### src/rtl/panel_pkg.sv
package panel_pkg;

    localparam logic [15:0] CCW_STOP = 16'h1C00;

    typedef enum logic [2:0] {
        PS_STOPPED,
        PS_START,
        PS_RUN,
        PS_ARM,
        PS_STEPW,
        PS_SERV
    } pstate_e;

    typedef enum logic [1:0] {
        SK_RUN,
        SK_STEP,
        SK_REG
    } start_kind_e;

    // synchronised view of the panel and processor strobes
    typedef struct packed {
        logic stop_lvl;
        logic run_rise;
        logic sel_rise;
        logic if_trail;
        logic fetch_qual;
    } panel_ev_t;

    function automatic int unsigned lead_cycles(int unsigned mhz);
        return (16 * mhz + 9) / 10;
    endfunction

    function automatic logic is_onehot5(logic [4:0] t);
        return (t != 5'd0) && ((t & (t - 5'd1)) == 5'd0);
    endfunction

    function automatic logic [15:0] ccw_encode(logic [4:0] tgt, logic wr);
        return CCW_STOP | {10'd0, tgt, wr};
    endfunction

endpackage

### src/rtl/panel_sync.sv
module panel_sync #(
    parameter int W = 6,
    parameter logic [W-1:0] IDLE = '0
) (
    input  logic         clk,
    input  logic         rst,
    input  logic [W-1:0] raw,
    output logic [W-1:0] lvl,
    output logic [W-1:0] lvl_d
);
    for (genvar i = 0; i < W; i++) begin : g_bit
        logic s1, s2, s3;
        always_ff @(posedge clk) begin
            if (rst) begin
                s1 <= IDLE[i];
                s2 <= IDLE[i];
                s3 <= IDLE[i];
            end else begin
                s1 <= raw[i];
                s2 <= s1;
                s3 <= s2;
            end
        end
        assign lvl[i]   = s2;
        assign lvl_d[i] = s3;
    end
endmodule

### src/rtl/lead_timer.sv
module lead_timer #(
    parameter int unsigned CYC = 160
) (
    input  logic clk,
    input  logic rst,
    input  logic load,
    output logic done
);
    localparam int CW = (CYC > 1) ? $clog2(CYC + 1) : 1;
    localparam logic [CW-1:0] LOADV = CW'(CYC - 1);

    logic [CW-1:0] cnt;

    always_ff @(posedge clk) begin
        if (rst)
            cnt <= '0;
        else if (load)
            cnt <= LOADV;
        else if (cnt != '0)
            cnt <= cnt - 1'b1;
    end

    assign done = (cnt == '0);

    p_count_bounded_r4: assert property (@(posedge clk) disable iff (rst)
        cnt <= LOADV);
    p_load_value_r4: assert property (@(posedge clk) disable iff (rst)
        load |=> (cnt == LOADV));
endmodule

### src/rtl/panel_fsm.sv
module panel_fsm
    import panel_pkg::*;
#(
    parameter int unsigned LEAD = 160
) (
    input  logic        clk,
    input  logic        rst,
    input  panel_ev_t   ev,
    input  logic [4:0]  sel_target,
    input  logic        sel_write,
    input  logic        t_done,
    output logic        t_load,
    output logic        serv_n,
    output logic        start_n,
    output logic        stopped,
    output logic [15:0] ccw_code
);
    pstate_e     state;
    start_kind_e kind;
    logic        got_fetch;
    logic        sel_ok;

    always_comb begin
        sel_ok = ev.sel_rise && is_onehot5(sel_target);
        t_load = (state == PS_STOPPED) && (sel_ok || ev.run_rise);
    end

    always_ff @(posedge clk) begin
        if (rst) begin
            state     <= PS_STOPPED;
            kind      <= SK_RUN;
            got_fetch <= 1'b0;
            serv_n    <= 1'b1;
            start_n   <= 1'b1;
            stopped   <= 1'b1;
            ccw_code  <= CCW_STOP;
        end else begin
            unique case (state)
                PS_STOPPED: begin
                    if (sel_ok) begin
                        ccw_code <= ccw_encode(sel_target, sel_write);
                        serv_n   <= 1'b0;
                        start_n  <= 1'b0;
                        kind     <= SK_REG;
                        state    <= PS_START;
                    end else if (ev.run_rise) begin
                        start_n  <= 1'b0;
                        kind     <= ev.stop_lvl ? SK_STEP : SK_RUN;
                        state    <= PS_START;
                    end
                end
                PS_START: begin
                    if (t_done) begin
                        start_n <= 1'b1;
                        stopped <= 1'b0;
                        unique case (kind)
                            SK_REG:  state <= PS_SERV;
                            SK_STEP: state <= PS_STEPW;
                            default: state <= PS_RUN;
                        endcase
                        got_fetch <= 1'b0;
                    end
                end
                PS_RUN: begin
                    if (ev.stop_lvl)
                        state <= PS_ARM;
                end
                PS_ARM, PS_STEPW: begin
                    if (ev.if_trail) begin
                        serv_n    <= 1'b0;
                        got_fetch <= 1'b0;
                        state     <= PS_SERV;
                    end
                end
                PS_SERV: begin
                    if (ev.if_trail) begin
                        got_fetch <= 1'b0;
                        if (got_fetch) begin
                            serv_n   <= 1'b1;
                            stopped  <= 1'b1;
                            ccw_code <= CCW_STOP;
                            state    <= PS_STOPPED;
                        end
                    end else if (ev.fetch_qual) begin
                        got_fetch <= 1'b1;
                    end
                end
                default: state <= PS_STOPPED;
            endcase
        end
    end

    // width of the current start pulse, kept for checking only
    logic [$clog2(LEAD + 2)-1:0] low_cnt;
    always_ff @(posedge clk) begin
        if (rst || start_n)
            low_cnt <= '0;
        else if (low_cnt != '1)
            low_cnt <= low_cnt + 1'b1;
    end

    p_start_width_r4: assert property (@(posedge clk) disable iff (rst)
        $rose(start_n) |-> (low_cnt == ($bits(low_cnt))'(LEAD)));
    p_release_sets_stopped_r3: assert property (@(posedge clk) disable iff (rst)
        $rose(serv_n) |-> stopped);
    p_reg_same_edge_r5: assert property (@(posedge clk) disable iff (rst)
        ($fell(start_n) && !serv_n) |-> $past(serv_n));
    p_step_no_serv_r8: assert property (@(posedge clk) disable iff (rst)
        (!start_n && kind == SK_STEP) |-> serv_n);
    p_run_no_serv_r9: assert property (@(posedge clk) disable iff (rst)
        (!start_n && kind == SK_RUN) |-> serv_n);
    p_ccw_onehot_r6: assert property (@(posedge clk) disable iff (rst)
        $onehot0(ccw_code[5:1]));
    p_ccw_stop_when_running_r7: assert property (@(posedge clk) disable iff (rst)
        (state == PS_RUN) |-> (ccw_code == CCW_STOP));
    p_stop_request_r2: assert property (@(posedge clk) disable iff (rst)
        ($fell(serv_n) && start_n) |-> $past(ev.if_trail));
endmodule

### src/rtl/panel_sequencer.sv
module panel_sequencer
    import panel_pkg::*;
#(
    parameter int unsigned CLK_MHZ = 100
) (
    input  logic        clk,
    input  logic        rst,
    input  logic        sw_stop,
    input  logic        sw_run,
    input  logic        sw_sel,
    input  logic [4:0]  sel_target,
    input  logic        sel_write,
    input  logic        if_n,
    input  logic        in_n,
    input  logic        dev0_fc0,
    output logic        serv_n,
    output logic        start_n,
    output logic [15:0] ccw_code,
    output logic        stopped
);
    localparam int unsigned LEAD_CYC = lead_cycles(CLK_MHZ);
    localparam int NIN = 6;
    // bit order: if_n, in_n, dev0_fc0, stop, run, sel
    localparam logic [NIN-1:0] IDLE = 6'b110000;

    logic [NIN-1:0] raw, lvl, lvl_d;
    panel_ev_t      ev;
    logic           t_load, t_done;

    assign raw = {if_n, in_n, dev0_fc0, sw_stop, sw_run, sw_sel};

    panel_sync #(.W(NIN), .IDLE(IDLE)) u_sync (
        .clk  (clk),
        .rst  (rst),
        .raw  (raw),
        .lvl  (lvl),
        .lvl_d(lvl_d)
    );

    always_comb begin
        ev.stop_lvl   = lvl[2];
        ev.run_rise   = lvl[1] & ~lvl_d[1];
        ev.sel_rise   = lvl[0] & ~lvl_d[0];
        ev.if_trail   = lvl[5] & ~lvl_d[5];
        ev.fetch_qual = ~lvl[5] & ~lvl[4] & lvl[3];
    end

    lead_timer #(.CYC(LEAD_CYC)) u_timer (
        .clk (clk),
        .rst (rst),
        .load(t_load),
        .done(t_done)
    );

    panel_fsm #(.LEAD(LEAD_CYC)) u_fsm (
        .clk       (clk),
        .rst       (rst),
        .ev        (ev),
        .sel_target(sel_target),
        .sel_write (sel_write),
        .t_done    (t_done),
        .t_load    (t_load),
        .serv_n    (serv_n),
        .start_n   (start_n),
        .stopped   (stopped),
        .ccw_code  (ccw_code)
    );
endmodule

### config.mk
export PLATFORM = sky130hd
export DESIGN_NAME = panel_sequencer
export DESIGN_NICKNAME = d
export VERILOG_FILES = /design/src/rtl/panel_pkg.sv /design/src/rtl/panel_sync.sv /design/src/rtl/lead_timer.sv /design/src/rtl/panel_fsm.sv /design/src/rtl/panel_sequencer.sv
export SDC_FILE = /design/constraint.sdc
export NUM_CORES = 1
export LEC_CHECK = 0
export ABC_AREA = 1
export BUFFER_PORTS_ARGS = -buffer_cell sky130_fd_sc_hd__buf_2
export CORE_MARGIN = 1.5
export CORE_UTILIZATION = 50
export DETAILED_ROUTE_END_ITERATION = 16
export PLACE_DENSITY = 0.72
export SYNTH_ARGS = -nofsm -noshare
export SYNTH_HDL_FRONTEND = slang
export SYNTH_SLANG_ARGS = --single-unit
### constraint.sdc
create_clock -name clk -period 3 [get_ports clk]
set_input_delay 0.15 -clock clk [delete_from_list [all_inputs] [get_ports clk]]
set_output_delay 0.15 -clock clk [all_outputs]
set_load 0.01 [all_outputs]
==> results.cfg <==
[timing]
fin_crit_sh_pct = 56.8
layout_min_cycle_time_ns = 1.70
finalSetupViolCount = 0
fin_setup_tns_ns = 0
worst_pin_slew_ns = 0.501
maxSlewViolCount = 0
max_freq_ghz = 0.587
clock_skew_ns = 0.00543
grt_setup_unrepaired = false
finalHoldViolCount = 0
relSlewSlack_pct = 66.4

[cts]
cts_max_path_buffers = 2
numCtsBuffers = 5
clock_latency_ns = 0.29
cts_hold_buf = 0
clock-root-buffer = clkbuf_8
post_cts_resized = 0
postCtsSetupBuffers = 0
cts_max_level = 2
cts.sinks = 38
clkTransAtPathRegs_ns = 0.07
tritoncts = yes

[power]
ir_worst_vdd_v = 0.000403
cellPowerDensity_nw_per_um2 = 876
leakage_uw = 0.00108

[synth]
synth_area_um2 = 1890
ys_ff_latch = 38
yosysTopAreaCellShare_pct = 40.2
ys_types = 32
netlist_instances = 274
synth-edff-count = 0
synthArstFlopShare_pct = 0
ys.flop_type = dfxtp_1
synth_warnings = 0
yosys.area.top_type = dfxtp_1
syn_area_per_cell_um2 = 6.91
seq_area_frac_synth_pct = 40.2
yosys-top-cells-area = dfxtp_1, nand2_1, nor2_1

[die]
die_w_um = 64.6
dieArea_um2 = 4170
die_height_um = 64.6
start_util_pct = 51.7
ios = 33
core_um2 = 3660
num_rows = 22

[place]
io_buffer_count = 22
gp_congestion = 0.943
place_inst = 337
dp_hpwl_um = 2450

[flow_run]
max_cap_viol_count = 0

[routing]
met3WireLength_um = 114
met1Wirelength_um = 1630
wl_um = 3280
drt_iter0_markers = 103
wl_per_cell_um = 9.52
drt-pass1-iter-count = 4
route.met2.wl_um = 1470
ant_nets = 0
routed.top_layer = met4
vias = 1563
viasPerCell = 4.53
drc = 0

[worst_setup_path]
critPathKind = reg2reg
reg2regPathDepth = 9
worstPathArrival_ns = 1.89
end_kind = flip-flop
endpoint = u_fsm.got_fetch$_SDFFE_PP0P_
crit_start = u_timer.cnt[0]$_SDFFE_PP0P_
timing.rr.end = u_fsm.got_fetch$_SDFFE_PP0P_
reg2reg_from = u_timer.cnt[0]$_SDFFE_PP0P_
ff2ff_setup_slack_ns = 1.30
worstSetupStartpointType = flip-flop
crit_path_max_fanout = 13
required_ns = 3.19

[global_routing]
antenna_found_initial = 0
grt_pass1_vias = 1396
grt_pass1_wl_um = 5910
overflow = 0
grt_usage_pct = 18.5
grt_max_degree = 20

[layout]
area_growth_pct = 10.2
layout.nets = 313
final_cell_count_no_fill = 345
layout_common_cells = nand2_1, nor2_1, inv_1
diodes = 0
mostFrequentLayoutCell = nand2_1
drive_gt1_share_pct = 17.5

[worst_hold_path]
hp-class = in2reg

[status]
status = complete, no violations
## kinds of logic (layout without fill, tap and decap cells)
| group | after synthesis | count (layout) | share of synthesized area, % |
|---|---|---|---|
| and+or+nand+nor | 142 | 142 | 34.6 |
| buffers and inverters | 65 | 80 | 15.3 |
| DFF | 38 | 38 | 40.2 |
| AOI/OAI and AO/OA | 22 | 22 | 6.61 |
| adders and majority gates | 3 | 3 | 1.98 |
| other | 2 | 10 | 0.396 |
| xor gates and xnor gates | 2 | 2 | 0.925 |
## stage by stage
| step | setup WS (ns) | hold slack, ns | power [µW] | util, % | instance area, µm² |
|---|---|---|---|---|---|
| final | 1.30 | 0.0360 | 1830 | 57.0 | 2090 |
| after global routing | 1.13 | 0.0360 | 2020 | 57.0 | 2090 |
| after floorplan | 1.66 | 0.254 | 1330 | - | 1920 |
| after global placement | 1.36 | 0.333 | 1470 | 54.4 | 1990 |
| after CTS | 1.29 | 0.0270 | 1840 | 57.0 | 2090 |
| after detailed placement | 1.31 | 0.335 | 1470 | 54.4 | 1990 |
## critical path, cell delays in order, from the launching register on
cell and delay [ns]:
dfxtp_1 0.33, inv_1 0.09, ha_1 0.15, inv_1 0.04, nor2_1 0.09, nand2_1 0.26
a21boi_0 0.37, o211ai_1 0.14, nand2_1 0.08, nor2_1 0.05
## state kept, by name, indices dropped and copies added, names as in the netlist
register / flops
u_fsm.got_fetch: 1
u_sync.g_bit.s2: 6
u_fsm.start_n: 1
u_fsm.state: 3
u_sync.g_bit.s3: 3
u_fsm.ccw_code: 6
u_fsm.kind: 2
u_fsm.stopped: 1
u_sync.g_bit.s1: 6
u_timer.cnt: 8
u_fsm.serv_n: 1
## cells in the mapped netlist (2+ instances only)
library cell,number
a21boi_0,2
a21oi_1,7
buf_4,10
clkbuf_1,3
conb_1,2
dfxtp_1,38
ha_1,3
inv_1,45
inv_2,4
nand2_1,54
nand2_2,4
nand3_1,12
nand3_2,4
nand4_1,8
nor2_1,49
nor2_4,2
o21ai_0,8
or2_2,4
xor2_1,2
## how the worst min path moves through the flow
stage                     cells past startpoint                            end  from
after global routing                          2  u_sync.g_bit[4].s1$_SDFF_PP1_  in_n
after global placement                        2  u_sync.g_bit[4].s1$_SDFF_PP1_  in_n
after detailed placement                      2  u_sync.g_bit[4].s1$_SDFF_PP1_  in_n
final                                         2  u_sync.g_bit[4].s1$_SDFF_PP1_  in_n
after CTS                                     2  u_sync.g_bit[4].s1$_SDFF_PP1_  in_n
after floorplan                               1  u_sync.g_bit[4].s1$_SDFF_PP1_  in_n
## report_power, final
| part | leakage (µW) | switching, µW | total (µW) | internal (µW) |
|---|---|---|---|---|
| Clock | 0.0000472 | 175 | 360 | 184 |
| Combinational | 0.000718 | 503 | 798 | 294 |
| Sequential | 0.000313 | 67.9 | 671 | 603 |
## routing by layer
metal  up-vias  GRT usage, %
met5         -             0
met4         0          7.98
met3         6          5.73
met2        28          28.6
met1       669          23.7
li1        860             -
## cell type report
class	instances	area [µm²]
clock buffers	6	82.6
clock inverters	2	12.5
fillers	367	1570
inverters	50	188
multi-input cells	179	873
flip-flops and latches	38	761
well taps	48	60.1
repair buffers	22	110
Note: power is estimated with default switching activity, not from simulation.
